$ cat config.mk
export PLATFORM = sky130hd
export DESIGN_NAME = slp_wake_ctl
export DESIGN_NICKNAME = d
export VERILOG_FILES = /design/src/rtl/slp_wake_pkg.sv /design/src/rtl/slp_cfg_regs.sv /design/src/rtl/slp_evt_src.sv /design/src/rtl/slp_core_fsm.sv /design/src/rtl/slp_wake_ctl.sv
export SDC_FILE = /design/constraint.sdc
export NUM_CORES = 1
export LEC_CHECK = 0
export BUFFER_PORTS_ARGS = -buffer_cell sky130_fd_sc_hd__buf_2
export CAP_MARGIN = 25
export CELL_PAD_IN_SITES_DETAIL_PLACEMENT = 1
export CELL_PAD_IN_SITES_GLOBAL_PLACEMENT = 2
export CORE_MARGIN = 2
export CORE_UTILIZATION = 20
export CTS_BUF_LIST = sky130_fd_sc_hd__clkbuf_4
export DETAILED_ROUTE_END_ITERATION = 12
export PLACE_DENSITY_LB_ADDON = 0.1
export REMOVE_ABC_BUFFERS = 1
export SLEW_MARGIN = 20
export SYNTH_ARGS = -nofsm -noshare
export SYNTH_HDL_FRONTEND = slang
export SYNTH_SLANG_ARGS = --single-unit
$ cat constraint.sdc
create_clock -name clk -period 1.4 [get_ports clk]
set_input_delay 0.42 -clock clk [delete_from_list [all_inputs] [get_ports clk]]
set_output_delay 0.42 -clock clk [all_outputs]
set_load 0.05 [all_outputs]
$ cat src/rtl/slp_wake_pkg.sv
package slp_wake_pkg;
  typedef enum logic [1:0] {
    ST_AWAKE = 2'd0,
    ST_WFE   = 2'd1,
    ST_WFI   = 2'd2
  } slp_state_e;

  // Field positions decoded by software
  localparam int unsigned B_SOE  = 1;
  localparam int unsigned B_DEEP = 2;
  localparam int unsigned B_LOCK = 3;
  localparam int unsigned B_SOP  = 4;
endpackage

$ cat src/rtl/slp_cfg_regs.sv
module slp_cfg_regs
  import slp_wake_pkg::*;
#(
  parameter int unsigned DW = 32
) (
  input  logic          clk,
  input  logic          rst_n,
  input  logic          sec_state,
  input  logic          wr_en,
  input  logic [DW-1:0] wdata,
  output logic [DW-1:0] rdata,
  output logic          sop_act,
  output logic          soe_act,
  output logic          deep_mode
);
  logic sop_s, sop_ns, soe_s, soe_ns, deep_q, lock_q;
  logic sop_s_n, sop_ns_n, soe_s_n, soe_ns_n, deep_n, lock_n;
  logic wr_sec, wr_nsec;
  logic unused_wbits;

  assign unused_wbits = ^{wdata[DW-1:B_SOP+1], wdata[0]};
  assign wr_sec  = wr_en &  sec_state;
  assign wr_nsec = wr_en & ~sec_state;

  always_comb begin
    sop_s_n  = wr_sec  ? wdata[B_SOP]  : sop_s;
    soe_s_n  = wr_sec  ? wdata[B_SOE]  : soe_s;
    sop_ns_n = wr_nsec ? wdata[B_SOP]  : sop_ns;
    soe_ns_n = wr_nsec ? wdata[B_SOE]  : soe_ns;
    lock_n   = wr_sec  ? wdata[B_LOCK] : lock_q;
    deep_n   = (wr_sec || (wr_nsec && !lock_q)) ? wdata[B_DEEP] : deep_q;
  end

  always_ff @(posedge clk or negedge rst_n) begin
    if (!rst_n) begin
      sop_s  <= 1'b0;
      sop_ns <= 1'b0;
      soe_s  <= 1'b0;
      soe_ns <= 1'b0;
      lock_q <= 1'b0;
      deep_q <= 1'b0;
    end else if (wr_en) begin
      sop_s  <= sop_s_n;
      sop_ns <= sop_ns_n;
      soe_s  <= soe_s_n;
      soe_ns <= soe_ns_n;
      lock_q <= lock_n;
      deep_q <= deep_n;
    end
  end

  always_comb begin
    rdata = '0;
    if (sec_state) begin
      rdata[B_SOP]  = sop_s;
      rdata[B_SOE]  = soe_s;
      rdata[B_LOCK] = lock_q;
      rdata[B_DEEP] = deep_q;
    end else begin
      rdata[B_SOP]  = sop_ns;
      rdata[B_SOE]  = soe_ns;
      rdata[B_DEEP] = deep_q & ~lock_q;
    end
  end

  assign sop_act   = sec_state ? sop_s : sop_ns;
  assign soe_act   = sec_state ? soe_s : soe_ns;
  assign deep_mode = deep_q;
endmodule

$ cat src/rtl/slp_evt_src.sv
module slp_evt_src #(
  parameter int unsigned N_IRQ = 8
) (
  input  logic             clk,
  input  logic             rst_n,
  input  logic [N_IRQ-1:0] irq_pend,
  input  logic [N_IRQ-1:0] irq_en,
  input  logic             sop_act,
  input  logic             ext_evt,
  input  logic             sev_pulse,
  output logic             evt_src,
  output logic             irq_live
);
  logic [N_IRQ-1:0] pend_q;
  logic [N_IRQ-1:0] pend_rise;

  always_ff @(posedge clk or negedge rst_n) begin
    if (!rst_n) pend_q <= '0;
    else        pend_q <= irq_pend;
  end

  assign pend_rise = irq_pend & ~pend_q;
  assign evt_src   = sev_pulse | ext_evt | (sop_act & (|pend_rise));
  assign irq_live  = |(irq_pend & irq_en);
endmodule

$ cat src/rtl/slp_core_fsm.sv
module slp_core_fsm
  import slp_wake_pkg::*;
(
  input  logic       clk,
  input  logic       rst_n,
  input  logic       wfe_req,
  input  logic       wfi_req,
  input  logic       exit_req,
  input  logic       evt_src,
  input  logic       irq_live,
  output slp_state_e st_q,
  output logic       latch_q,
  output logic       wake_q
);
  slp_state_e st_n;
  logic       latch_n, wake_n;

  always_comb begin
    st_n    = st_q;
    latch_n = latch_q;
    wake_n  = 1'b0;
    case (st_q)
      ST_AWAKE: begin
        if (wfe_req) begin
          if (latch_q || evt_src) begin
            latch_n = 1'b0;
            wake_n  = 1'b1;
          end else begin
            st_n = ST_WFE;
          end
        end else begin
          if (evt_src) latch_n = 1'b1;
          if (wfi_req || exit_req) st_n = ST_WFI;
        end
      end
      ST_WFE: begin
        if (evt_src || irq_live) begin
          st_n   = ST_AWAKE;
          wake_n = 1'b1;
        end
      end
      ST_WFI: begin
        if (evt_src) latch_n = 1'b1;
        if (irq_live) begin
          st_n   = ST_AWAKE;
          wake_n = 1'b1;
        end
      end
      default: st_n = ST_AWAKE;
    endcase
  end

  always_ff @(posedge clk or negedge rst_n) begin
    if (!rst_n) begin
      st_q    <= ST_AWAKE;
      latch_q <= 1'b0;
      wake_q  <= 1'b0;
    end else begin
      st_q    <= st_n;
      latch_q <= latch_n;
      wake_q  <= wake_n;
    end
  end
endmodule

$ cat src/rtl/slp_wake_ctl.sv
module slp_wake_ctl
  import slp_wake_pkg::*;
#(
  parameter int unsigned DW    = 32,
  parameter int unsigned N_IRQ = 8
) (
  input  logic             clk,
  input  logic             rst_n,
  input  logic             sec_state,
  input  logic             reg_wr_en,
  input  logic [DW-1:0]    reg_wdata,
  output logic [DW-1:0]    reg_rdata,
  input  logic [N_IRQ-1:0] irq_pend,
  input  logic [N_IRQ-1:0] irq_en,
  input  logic             ext_evt,
  input  logic             sev_pulse,
  input  logic             wfe_req,
  input  logic             wfi_req,
  input  logic             exc_ret_thread,
  output logic             sleeping,
  output logic             deep_sleep,
  output logic             wake
);
  logic       sop_act, soe_act, deep_mode;
  logic       evt_src, irq_live;
  logic       evt_latch;
  slp_state_e st_cur;

  slp_cfg_regs #(.DW(DW)) u_regs (
    .clk(clk), .rst_n(rst_n), .sec_state(sec_state),
    .wr_en(reg_wr_en), .wdata(reg_wdata), .rdata(reg_rdata),
    .sop_act(sop_act), .soe_act(soe_act), .deep_mode(deep_mode)
  );

  slp_evt_src #(.N_IRQ(N_IRQ)) u_evt (
    .clk(clk), .rst_n(rst_n), .irq_pend(irq_pend), .irq_en(irq_en),
    .sop_act(sop_act), .ext_evt(ext_evt), .sev_pulse(sev_pulse),
    .evt_src(evt_src), .irq_live(irq_live)
  );

  slp_core_fsm u_fsm (
    .clk(clk), .rst_n(rst_n), .wfe_req(wfe_req), .wfi_req(wfi_req),
    .exit_req(exc_ret_thread & soe_act), .evt_src(evt_src),
    .irq_live(irq_live), .st_q(st_cur), .latch_q(evt_latch), .wake_q(wake)
  );

  assign sleeping   = (st_cur != ST_AWAKE);
  assign deep_sleep = sleeping & deep_mode;
endmodule

=== Word level (Yosys, flattened, before mapping) ===
Index checks and enable logic that the tools add are counted.

* Flip-flop bits (word level): 18
* Bits of input ports: 57
* Output and inout bits: 35

* Equality and inequality tests: 7
* Multiplexer cells: 19
* Bitwise gates (word level): 13
* Reductions and logical operators: 16

{| class="wikitable"
|+ Operator list
! operator !! number
|-
| AND 8 bit || 2
|-
| OR reduction 8 bit || 2
|-
| 2-to-1 mux 2 bit || 6
|-
| 2-to-1 mux 1 bit || 10
|-
| inverter 8 bit || 1
|-
| AND reduction 2 bit || 4
|-
| AND 1 bit || 6
|-
| inequality test 3 x 2 -> 1 bit (second input constant) || 2
|-
| one-hot mux 2 bit (3 select lines) || 1
|-
| logical OR 1 bit || 4
|-
| inequality test 2 x 1 -> 1 bit (second input constant) || 2
|-
| AND reduction 4 bit || 1
|-
| nonzero test 2 bit || 2
|-
| inequality test 3 bit (second input constant) || 1
|-
| one-hot mux 1 bit (3 select lines) || 1
|-
| equality test 2 x 1 -> 1 bit (second input constant) || 1
|-
| equality test 2 bit (second input constant) || 1
|-
| logical NOT 2 bit || 1
|-
| inverter 1 bit || 2
|-
| OR 1 bit || 2
|-
| one-hot mux 1 bit (2 select lines) || 1
|-
| logical AND 1 bit || 1
|-
| logical NOT 1 bit || 1
|}

=== Longest topological paths before layout ===
* Word-level depth: 9
* Depth in mapped cells: 5
* Gate-level depth less buffers: 5

=== Modules after synthesis ===
A second synthesis with hierarchy kept.

* Cells, all modules: 101
* Area, all modules: 1013.5 µm²

{| class="wikitable"
|+ Modules (own cells, without submodules)
! module !! times used !! cells each !! area each (µm²) !! seq. area each (µm²)
|-
| slp_cfg_regs || 1 || 51 || 505.5 || 150.1
|-
| slp_evt_src || 1 || 28 || 307.8 || 200.2
|-
| slp_core_fsm || 1 || 19 || 180.2 || 100.1
|-
| slp_wake_ctl || 1 || 3 || 20.0 || 0.0
|}

=== Worst setup path before layout ===
Ideal clock, no wire load.

* Path type: flip-flop to output port
* From: register u_fsm.st_q[1]
* To: output deep_sleep
* Arrival: 1193 ps
* Required time: 980 ps
* Setup slack: -213 ps
* Stages on the path, launching flop included: 3
* Cells stage by stage: dfrtp_1 -> nor2_1 -> nor2b_1

* Word-level cells in the longest chain between the ends: 2

{| class="wikitable"
|+ RTL lines
! item !! line !! source
|-
| from (decl) || slp_core_fsm.sv:11 || <nowiki>output slp_state_e st_q,</nowiki>
|-
| from (signal assigned) || slp_core_fsm.sv:59 || <nowiki>st_q <= st_n;</nowiki>
|-
| nonzero test 2 bit || slp_wake_ctl.sv:47 || <nowiki>assign sleeping = (st_cur != ST_AWAKE);</nowiki>
|-
| AND 1 bit || slp_wake_ctl.sv:48 || <nowiki>assign deep_sleep = sleeping & deep_mode;</nowiki>
|-
| to (decl) || slp_wake_ctl.sv:21 || <nowiki>output logic deep_sleep,</nowiki>
|}

No other way between the ends.

=== Final worst setup path ===
* From: register u_regs.soe_ns
* To: output reg_rdata[1]

* Word-level cells in the longest chain between the ends: 1

{| class="wikitable"
|+ RTL lines
! item !! line !! source
|-
| from (decl) || slp_cfg_regs.sv:16 || <nowiki>logic sop_s, sop_ns, soe_s, soe_ns, deep_q, lock_q;</nowiki>
|-
| from (signal assigned) || slp_cfg_regs.sv:46 || <nowiki>soe_ns <= soe_ns_n;</nowiki>
|-
| 2-to-1 mux 2 bit || slp_cfg_regs.sv:54 || <nowiki>if (sec_state) begin</nowiki>
|-
| to (decl) || slp_wake_ctl.sv:12 || <nowiki>output logic [DW-1:0] reg_rdata,</nowiki>
|}

No other way between the ends.

==> flow_metrics.tcl <==
set metrics [dict create \
    status "finished, violations left" \
    violations "negative setup slack" \
    die-area_um2 5785 \
    fin_nets 207 \
    cp.required_ns 0.98 \
    gr-total-overflow 0 \
    fin_skew_ns 0.01274 \
    synth_area_per_cell_um2 10.38 \
    final_cell_mix "buf_2 (29), conb_1 (28), dfrtp_1 (18)" \
    clk_path_buf_depth 2 \
    ys_seq_area_frac 0.4337 \
    gp_congestion 0.6821 \
    synth-seq-cells 18 \
    cts.sink_count 18 \
    vias_per_cell 3.571 \
    wl_per_cell_um 11.47 \
    finalCritPeriodShare 1.097 \
    antenna_found_initial 0 \
    final_common_cell "buf_2" \
    drtIter0Drc 28 \
    max_freq_ghz 0.6514 \
    grt_pass1_vias 848 \
    die_w_um 76.06 \
    slew_viol_final 0 \
    setup_ws_ns -0.1352 \
    root_buffer "clkbuf_4" \
    grtUsageTotal 0.08821 \
    clk_latency_ns 0.29 \
    grt_first_pass_wirelength_mm 3.967 \
    ys_warn_count 0 \
    drive_above_1_share 0.4765 \
    drv_cap 0 \
    h-tree-depth 1 \
    grt_max_degree 19 \
    cts_inserted_buffers 3 \
    hold_class "input pin to async pin" \
    ios 92 \
    fin_total_pwr_mw 1.488 \
    start_util 0.2046 \
    crit_type "flop to output pin" \
    area_growth_pct 35.06 \
    timing.hold.ws_ns 0.04378 \
    start_kind "flop" \
    cts_tree "done" \
    syn-cell-area_um2 1038 \
    power_density_nw_per_um2 1061 \
    num_antenna_cells 0 \
    rsz0062_at_grt "yes" \
    clk_pin_slew_worst_paths_ns 0.11 \
    critPathCaptureType "output pin" \
    dp_slack_ns -0.2303 \
    drt_wl_total_mm 2.513 \
    dp_hpwl_mm 2.069 \
    vias 782 \
    vdd.ir_drop.worst_v 0.0004653 \
    r2r-start "u_evt.pend_q[0]$_DFF_PN0_" \
    syn_inst 100 \
    drcViolationCount 0 \
    worstPathMaxFanout 2 \
    core_area_um2 5075 \
    numPortBuffers 35 \
    cellLeakagePower_nw 0.7210 \
    r2r_slack_ns 0.05 \
    cp-startpoint "u_regs.soe_ns$_DFFE_PN0P_" \
    fillCellCount 623 \
    arrival_ns 1.12 \
    period_minus_slack_ns 1.535 \
    setup_violations 5 \
    die_h_um 76.06 \
    ys_types 24 \
    finalHoldViolCount 0 \
    rows 26 \
    ant_nets 0 \
    drt_first_pass_iters 2 \
]
==> synthesized netlist by cell type <==
cell | count | area (um^2)
nand2b_1 | 1 | 6.260
buf_4 | 30 | 225.2
nor3_1 | 2 | 10.01
o22ai_1 | 4 | 25.02
nor3b_2 | 1 | 12.51
clkinv_1 | 2 | 7.510
mux2_4 | 1 | 15.01
o41ai_2 | 1 | 16.27
and2_1 | 4 | 25.02
nand2_1 | 2 | 7.510
nor2b_1 | 1 | 6.260
nor2_1 | 4 | 15.01
a22oi_1 | 4 | 30.03
a2bb2oi_1 | 1 | 8.760
inv_1 | 7 | 26.28
and2b_1 | 1 | 7.510
a221oi_2 | 1 | 15.01
conb_1 | 1 | 3.750
mux2_2 | 7 | 78.83
and4_1 | 1 | 8.760
a21oi_1 | 4 | 20.02
a21bo_1 | 1 | 10.01
o21a_1 | 1 | 7.510
dfrtp_1 | 18 | 450.4
==> critical path: stages, from the launching register on <==
cell and delay, ns:
dfrtp_1 0.39, mux2_4 0.29, buf_8 0.15
==> flip-flops by register name, summed over array words and instances (netlist names) <==
name,count
u_regs.soe_s,1
u_evt.pend_q,8
u_fsm.latch_q,1
u_regs.deep_mode,1
u_fsm.st_q,2
u_regs.soe_ns,1
u_fsm.wake_q,1
u_regs.sop_ns,1
u_regs.sop_s,1
u_regs.lock_q,1
==> timing repair <==
action                                  4_1_cts  5_1_grt
endpoints found under the setup margin        8        9
pin swaps                                     3        3
resized for setup                            22        6
setup buffers                                 2        0
hold buffers                                  0        0
==> cells by family after synthesis <==
group,share of synthesized area
compound gates,0.1277
buf+inv,0.2494
other cells,0.003611
simple gates,0.09519
mux,0.09036
flops,0.4337
==> final timing paths <==
| kind | to | cells after the start |
|---|---|---|
| worst min-delay path | u_evt.pend_q[0]$_DFF_PN0_ | 1 |
| worst max register to register | u_fsm.st_q[0]$_DFFE_PN0P_ | 4 |
| worst min register to register | u_regs.sop_ns$_DFFE_PN0P_ | 1 |
| worst max-delay path | reg_rdata[1] | 2 |
| min in group clk | u_evt.pend_q[6]$_DFF_PN0_ | 1 |
| max in group asynchronous | u_fsm.st_q[0]$_DFFE_PN0P_ | 1 |
==> routing by layer <==
metal,wire length (um),vias to the layer above,part of all wire,track usage
li1,-,373,-,-
met1,1035,372,0.41,0.1041
met2,1250,35,0.50,0.1464
met3,206,2,0.082,0.04028
met4,21,0,0.0084,0.02182
met5,0,-,0,0
==> where the power goes <==
part,total (mW),internal [mW],switching [mW],leakage (nW)
clock network,0.263,0.104,0.159,0.0154
logic,0.629,0.227,0.403,0.493
registers,0.596,0.569,0.0275,0.213
==> per-stage QoR <==
step	util	instances	cell area [um^2]	TNS, ns
final	0.2764	219	1403	-0.5122
after floorplan	-	97	914.6	-0.2125
after CTS	0.2722	220	1381	-0.7138
after global placement	0.2498	214	1267	-0.9668
after detailed placement	0.2498	214	1267	-1.100
after global routing	0.2764	219	1403	-0.9993
==> area by class of cell <==
type / instances / area (um^2) / share of cell area
Multi-Input combinational cell: 70 / 479.2 / 0.3417
Tap cell: 70 / 87.58 / 0.06244
Timing Repair Buffer: 48 / 325.3 / 0.2319
Inverter: 9 / 33.78 / 0.02409
Clock buffer: 3 / 22.52 / 0.01606
Clock inverter: 1 / 3.754 / 0.002676
Sequential cell: 18 / 450.4 / 0.3211
(Power assumes the default switching activity.)
